`config.mk`:
```
export PLATFORM = sky130hd
export DESIGN_NAME = alc_verdict
export DESIGN_NICKNAME = d
export VERILOG_FILES = /design/src/rtl/alc_pkg.sv /design/src/rtl/alc_verdict.sv
export SDC_FILE = /design/constraint.sdc
export NUM_CORES = 1
export LEC_CHECK = 0
export BUFFER_PORTS_ARGS = -buffer_cell sky130_fd_sc_hd__buf_2
export CAP_MARGIN = 20
export CORE_AREA = 2 2 39 41
export DETAILED_ROUTE_END_ITERATION = 12
export DIE_AREA = 0 0 41 43
export PLACE_DENSITY_LB_ADDON = 0.2
export SLEW_MARGIN = 15
export SYNTH_ARGS = -nofsm -noshare
export SYNTH_HDL_FRONTEND = slang
export SYNTH_SLANG_ARGS = --single-unit
```
`constraint.sdc`:
```
create_clock -name vclk -period 3.1
set_input_delay 0.62 -clock vclk [all_inputs]
set_output_delay 0.62 -clock vclk [all_outputs]
set_load 0.02 [all_outputs]
```
`src/rtl/alc_pkg.sv`:
```
package alc_pkg;

  localparam int LVL_MAX_W = 3;

  typedef enum logic [1:0] {
    V_NONE  = 2'd0,
    V_FAULT = 2'd1,
    V_GO    = 2'd2,
    V_WALK  = 2'd3
  } verdict_e;

  // number of level bits chosen by the width select
  function automatic logic [1:0] lvl_count(input logic [1:0] sel);
    case (sel)
      2'b00:   lvl_count = 2'd1;
      2'b01:   lvl_count = 2'd2;
      default: lvl_count = 2'd3;
    endcase
  endfunction

  // mask keeping the low bits that take part in a level compare
  function automatic logic [LVL_MAX_W-1:0] lvl_mask(input logic [1:0] sel);
    lvl_mask = LVL_MAX_W'((4'd1 << lvl_count(sel)) - 4'd1);
  endfunction

  // right-aligns the top bits of an address window of LVL_MAX_W bits
  function automatic logic [LVL_MAX_W-1:0] lvl_from_top(input logic [LVL_MAX_W-1:0] top,
                                                        input logic [1:0] sel);
    lvl_from_top = top >> (2'd3 - lvl_count(sel));
  endfunction

  // true when the requested level asks for more privilege than held
  function automatic logic lvl_too_high(input logic [LVL_MAX_W-1:0] req,
                                        input logic [LVL_MAX_W-1:0] held);
    lvl_too_high = (req < held);
  endfunction

endpackage

```
`src/rtl/alc_verdict.sv`:
```
module alc_verdict
  import alc_pkg::*;
(
  input  logic                 valid,
  input  logic [1:0]           fc_hi,
  input  logic                 write,
  input  logic                 enable,
  input  logic [LVL_MAX_W-1:0] req_lvl,
  input  logic [LVL_MAX_W-1:0] cal_eff,
  input  logic                 hit,
  input  logic                 hit_berr,
  input  logic                 hit_wp,
  output logic                 lvl_checked,
  output logic                 lvl_fault,
  output logic                 cache_fault,
  output verdict_e             verdict
);
  always_comb begin
    lvl_checked = valid && enable && (fc_hi == 2'b00);
    lvl_fault   = lvl_checked && lvl_too_high(req_lvl, cal_eff);
    cache_fault = hit && (hit_berr || (hit_wp && write));
    if (!valid)          verdict = V_NONE;
    else if (lvl_fault)  verdict = V_FAULT;
    else if (!hit)       verdict = V_WALK;
    else if (cache_fault) verdict = V_FAULT;
    else                 verdict = V_GO;
  end
endmodule

```
# Word-level counts from Yosys, hierarchy flattened
# Index checks and enable logic that the tools add are counted.
[op_classes] reduce_logical=7 order_cmp=1 muxes=4
[ops] operator="2-to-1 mux 2 bit" count=4
[ops] operator="logical AND 1 bit" count=5
[ops] operator="less-than comparator 3 bit" count=1
[ops] operator="zero test 2 bit" count=1
[ops] operator="logical OR 1 bit" count=1
[totals] wordCells=12 ff_bits=0 out_inout_bits=5 inputBits=14

# Longest topological paths before layout
# Gate-level depths: netlist of the first run.
[logic_depth] ltp_word=7 ltp_mapped=5 depth_no_buf=5

# Least setup slack after synthesis of the first run
# Ideal clock, no wire load.
[synth_path] kind="input-to-output" start="in cal_eff[1]" end="out verdict[0]" stages=5 arrival_time_ns=1.857 required_time_ns=2.480 path_slack_ns=0.623 path_buffers=0 cell_sequence="inv_1 > ha_1 > or3b_1 > a211oi_2 > a21o_1"
[synth_between] elab_chain_cells=4
[synth_rtl] item="from (decl)" line="alc_verdict.sv:9" rtl="input logic [LVL_MAX_W-1:0] cal_eff,"
[synth_rtl] item="less-than comparator 3 bit" line="alc_pkg.sv:35" rtl="lvl_too_high = (req < held);"
[synth_rtl] item="logical AND 1 bit" line="alc_verdict.sv:20" rtl="lvl_fault = lvl_checked && lvl_too_high(req_lvl, cal_eff);"
[synth_rtl] item="via lvl_fault" line="alc_verdict.sv:14" rtl="output logic lvl_fault,"
[synth_rtl] item="2-to-1 mux 2 bit" line="alc_verdict.sv:23" rtl="else if (lvl_fault) verdict = V_FAULT;"
[synth_rtl] item="2-to-1 mux 2 bit" line="alc_verdict.sv:22" rtl="if (!valid) verdict = V_NONE;"
[synth_rtl] item="to (decl)" line="alc_verdict.sv:16" rtl="output verdict_e verdict"
# The timed path passes the listed nets, and every way through them passes these cells.

# Final worst setup path of the first run
[layout_path] start="in req_lvl[1]" end="out verdict[0]"
[layout_between] elab_chain_cells=4
[layout_rtl] item="from (decl)" line="alc_verdict.sv:8" rtl="input logic [LVL_MAX_W-1:0] req_lvl,"
[layout_rtl] item="less-than comparator 3 bit" line="alc_pkg.sv:35"
[layout_rtl] item="logical AND 1 bit" line="alc_verdict.sv:20"
[layout_rtl] item="2-to-1 mux 2 bit" line="alc_verdict.sv:23"
[layout_rtl] item="2-to-1 mux 2 bit" line="alc_verdict.sv:22"
# Every way passes these cells.

==> metrics.md, run 1 <==
| Metric | Value |
|---|---|
| Initial Util | 7.78% |
| Max-slew violations | 0 |
| Cell Chain, Critical Path | buf_2 > ha_1 > or3b_1 > a211oi_2 > a21o_1 > buf_2 |
| Register cell area after layout | 0 sq um |
| Grt total ovfl | 0 |
| Clock buffer cells | 0 |
| Vias in the first global route | 179 |
| Area of the die | 0.00176 sq mm |
| Initial antenna violation count | 0 |
| Filler cell count | 165 |
| DRC Markers | 0 |
| RSZ-0062 raised after global routing | false |
| Post-DP HPWL | 401 microns |
| Total Routed Length | 417 microns |
| Highest Clock Rate | roughly 0.41 GHz |
| Max FO, Critical Path | 3 |
| Die height | between 40 and 50 microns |
| Ant diodes | 0 |
| Status | finished, final reports clean |
| Max-cap violations | 0 |
| Xor/xnor share of the synthesized area | 0% |
| Router iterations before antenna repair | 2 |
| Final ANT Viol Nets | 0 |
| Core area | 0.00138 sq mm |
| Worst path most repeated cell | buf_2 |
| Hold Buf Count CTS | 0 |
| Vias per inst | 3.37 |
| Worst slew margin | 82.2% |
| Worst stage delay on the critical path | between 300 and 400 ps |
| First-pass GRT wire length | 648 microns |
| Least-Margin Pin Slew | 267 ps |
| Total Nets Final | 51 |
| Post-Syn Instances | 14 |
| Mux share of post-synthesis cell area | 0% |
| Final TNS setup | 0 ps |
| Post-synthesis sequential area ratio | 0% |
| WP data arrival | approximately 1800 ps |
| Min-delay worst type | input pin to output port |
| Critical Path Source Type | input pin |
| Power per cell area | between 100 and 150 mW/mm^2 |
| YS warnings | 0 |
| Buffers on Ports | 19 |
| Largest net degree at the start of global routing | 4 |
| CP max stage cell | or3b_1 |
| Post-cts resize count | 0 |
| Critical path class | input pin to output port |
| Final Hold Vio Count | 0 |
| Tmin final | approximately 2500 ps |
| I/O pin count | 19 |
| Compound-Gate Fraction of Synth Area | 31.4% |
| Vias | approximately 170 |
| FF+latch count | 0 |
| DP Area | ~220 sq um |
| Final period util | 79.3% |
| Post-synth net total | 30 |
| Setup violators final | 0 |
| Area taken by multi-input logic gates | 96.3 sq um |
| GP Congestion | just over 0.6 |
| Adder-Cell Fraction of Synth Area | around a quarter |
| Design Area, Final | 223 sq um |
| Worst Min Path Start | valid |
| Syn_area_per_cell | 7.69 sq um |
| CP startpoint | req_lvl[1] |
| Largest family of logic cells by synthesized area | simple AND/OR/NAND/NOR gates |
| Cell variety after synth | 11 |
| VDD IR max | approximately 35 uV |
| Synth Cell Area | 108 sq um |
| Setup Buffers After CTS | 0 |
| Crit path required time | 2480 ps |
| Die width | 41 microns |
| Leakage | 0.000141 uW |
| Iteration-0 DRC count of the detailed router | 1 |
| # rows | 14 |
| Synth-to-layout area growth | 107% |
| WL/cell | 8.51 microns |
| Simple-Gate Fraction of Synth Area | roughly a third |
| Share of cells above drive strength 1 | between 60% and 70% |
| GR Util All Layers | 5.09% |
| Setup crit end kind | output port |
==> final timing paths <==
kind                      to  slack [ps]  cells after the start
setup / recovery  verdict[0]         640                      6
hold / removal    verdict[0]        1580                      3
==> where the power goes <==
part	internal (uW)	switching [uW]
combinational	14.1	12.9
clock	0	0
sequential	0	0
==> routing by layer <==
layer	routed length (microns)	vias to the layer above	global-route usage [%]	share of wire (%)
met4	0	0	0	0
met5	0	-	0	0
met3	123	0	3.66	29
met1	202	59	8.23	48
li1	-	88	-	-
met2	92	18	5.63	22
==> cell usage in the layout (no fill, tap or decap) <==
master     instances
a211oi_2           1
nand4bb_1          1
nor2b_1            1
nand2_1            1
o21a_2             1
inv_1              3
a21oi_1            1
ha_1               2
buf_2             19
or3b_1             1
nor3b_1            1
a21o_1             1
==> cell usage after synthesis <==
library cell | n | area share, %
nand2_1 | 1 | 3.5
ha_1 | 2 | 23
a21o_1 | 1 | 7.0
or3b_1 | 1 | 8.1
o21a_2 | 1 | 8.1
nand4bb_1 | 1 | 10
inv_1 | 3 | 10
nor2b_1 | 1 | 5.8
a21oi_1 | 1 | 4.6
a211oi_2 | 1 | 12
nor3b_1 | 1 | 7.0
==> final cells by class <==
cell class | count | area share, %
inverters | 3 | 5.06
well taps | 16 | 8.99
repair buffers | 19 | 42.7
multi-input cells | 11 | 43.3
==> critical path, delay by kind of cell <==
kind	cells	cell delay [ps]
AO/OA/AOI/OAI	2	400
AND/OR/NAND/NOR	1	380
buffers and inverters	2	250
adder cells (fa/ha/maj)	1	200
==> kinds of logic after synthesis <==
kind of cell / after synthesis
AO/OA/AOI/OAI: 4
adder cells (fa/ha/maj): 2
buffers and inverters: 3
AND/OR/NAND/NOR: 5
==> per-stage QoR <==
| step | setup WS, ps | instances | hold slack, ps | utilization (%) | power, uW |
|---|---|---|---|---|---|
| detailed placement | 646 | 49 | 1580 | 16.1 | 27.3 |
| finish | 641 | 49 | 1580 | 16.1 | 27.0 |
| global route | 562 | 49 | 1600 | 16.1 | 30.3 |
| floorplan | 623 | 14 | 1420 | - | 14.0 |
| global placement | 639 | 49 | 1580 | 16.1 | 27.4 |
| CTS | 640 | 49 | 1580 | 16.1 | 27.4 |
(Power assumes the default switching activity.)
==> run 2, diff against run 1 <==
clock period = 2.11 ns   (was 3.1 ns; I/O delays follow)
==> run 2 against run 1 <==
Worst setup slack lost 560 ps. Sequential share of layout area unchanged. Wire length is 5.5% higher. First-iteration DRC count stayed put. Worst hold slack got worse by 410 ps. Global-route usage decreased by 0.30 points. Largest cell class unchanged.
==> metrics.md, run 2 (synthesis results as in run 1) <==
| Metric | Value |
|---|---|
| Status | finished, final reports clean |
| Combinational share of power | 100.0% |
| Total Power | 49.6 uW |
| Setup crit end kind | output port |
| Min-delay worst type | input pin to output port |
| Critical Path Source Type | input pin |
| Clock buffer cells | 0 |
| Sw frac | between 40 and 50% |
| Total Nets Final | 51 |
| Share of cells above drive strength 1 | 75.8% |
| # rows | 14 |
| Hold Path Sink | verdict[0] |
| Die width | slightly above 40 microns |
| Final Hold Vio Count | 0 |
| Vias per inst | approximately 3.3 |
| Area of the die | approximately 0.0018 sq mm |
| Most frequent cells in the layout | 17 x buf_2, 2 x inv_1, 2 x buf_6 |
| Iteration-0 DRC count of the detailed router | 1 |
| DRC Markers | 0 |
| First-pass GRT wire length | 600 microns |
| Max-cap violations | 0 |
| Setup Buffers After CTS | 0 |
| Met3 usage | between 2 and 2.5% |
| Clock network power share | 0% |
| Max-slew violations | 0 |
| Peak-usage layer in the global routing report | met1 |
| Buffers on Ports | 19 |
| Least-Margin Pin Slew | 245 ps |
| Worst slew margin | 83.6% |
| WL/cell | 8.98 microns |
| GP Congestion | between 0.6 and 0.7 |
| Setup violators final | 0 |
| VDD IR max | 59.0 uV |
| Sw Pwr | 22.8 uW |
| Share of power burned in registers | 0% |
| Power per cell area | 189 mW/mm^2 |
| Register cell area after layout | 0 sq um |
| Largest net degree at the start of global routing | 4 |
| Tmin final | 2030 ps |
| Crit path required time | 1690 ps |
| Cell Chain, Critical Path | buf_2 > ha_4 > or3b_4 > a211oi_4 > a21o_1 > buf_6 |
| Initial Util | 7.78% |
| Critical path class | input pin to output port |
| Final ANT Viol Nets | 0 |
| Vias | roughly 160 |
| Highest Clock Rate | 0.493 GHz |
| CP max stage cell | or3b_4 |
| Global routing usage on met1 | 8.23% |
| Final TNS setup | 0 ps |
| Total Routed Length | 440 microns |
| RSZ-0062 raised after global routing | false |
| Grt total ovfl | 0 |
| I/O pin count | 19 |
| Crit path max-delay family | compound AO/OA/AOI/OAI gates |
| Final period util | roughly 96% |
| Worst stage delay on the critical path | 370 ps |
| Min-Delay Path Depth | 3 |
| FF+latch count | 0 |
| Internal | about 27 uW |
| Initial antenna violation count | 0 |
| WP data arrival | around 1600 ps |
| Router iterations before antenna repair | 2 |
| Die height | roughly 43 microns |
| GR Util All Layers | ~4.8% |
| Ant diodes | 0 |
| Synth-to-layout area growth | 144% |
| Most common cell after layout, fill and taps aside | buf_2 |
| Core area | 0.00138 sq mm |
| Met2 GRT Util | 5.63% |
| Leakage | 0.000147 uW |
| Max FO, Critical Path | 3 |
| Worst Min Path Start | valid |
| Buffers & Inverters on Critical Path | 2 |
| Vias in the first global route | 160 |
run 2: cell type report:
type	instances	area [sq um]
multi-input combinational	11	124
inverter	3	11.3
tap	16	20.0
fill	160	1120
timing repair buffer	19	108
run 2: routing by layer:
| metal | up-vias | wire length (microns) |
|---|---|---|
| li1 | 87 | - |
| met1 | 58 | 220 |
| met2 | 18 | 112 |
| met3 | 0 | 108 |
| met4 | 0 | 0 |
| met5 | - | 0 |
run 2: what timing repair did:
action,4_1_cts,5_1_grt
gates resized for setup,0,9
endpoints found under the setup margin,0,3
hold buffers,0,0
run 2: power by group through the flow:
stage | registers (uW) | clock network, uW | logic, uW
5_1_grt | 0 | 0 | 54.5
4_1_cts | 0 | 0 | 40.4
3_5_place_dp | 0 | 0 | 40.0
6_report | 0 | 0 | 49.6
2_1_floorplan | 0 | 0 | 20.5
3_3_place_gp | 0 | 0 | 40.4
run 2: how the worst max path moves through the flow:
stage / start / end / slack, ps / depth (start not counted)
after floorplan: cal_eff[1] / verdict[0] / 30 / 5
after global placement: req_lvl[1] / verdict[0] / 40 / 6
after detailed placement: req_lvl[1] / verdict[0] / 40 / 6
after CTS: req_lvl[1] / verdict[0] / 30 / 6
after global routing: req_lvl[1] / verdict[0] / 20 / 6
final: req_lvl[1] / verdict[0] / 80 / 6
run 2: metrics by stage:
stage	setup WS, ps	hold slack, ps	cell area (sq um)	util, %	instances
2_1_floorplan	28.6	1020	108	-	14
3_3_place_gp	38.5	1190	223	16.1	49
3_5_place_dp	35.4	1190	223	16.1	49
4_1_cts	29.3	1190	223	16.1	49
5_1_grt	18.6	1200	263	19.0	49
6_report	80.4	1170	263	19.0	49
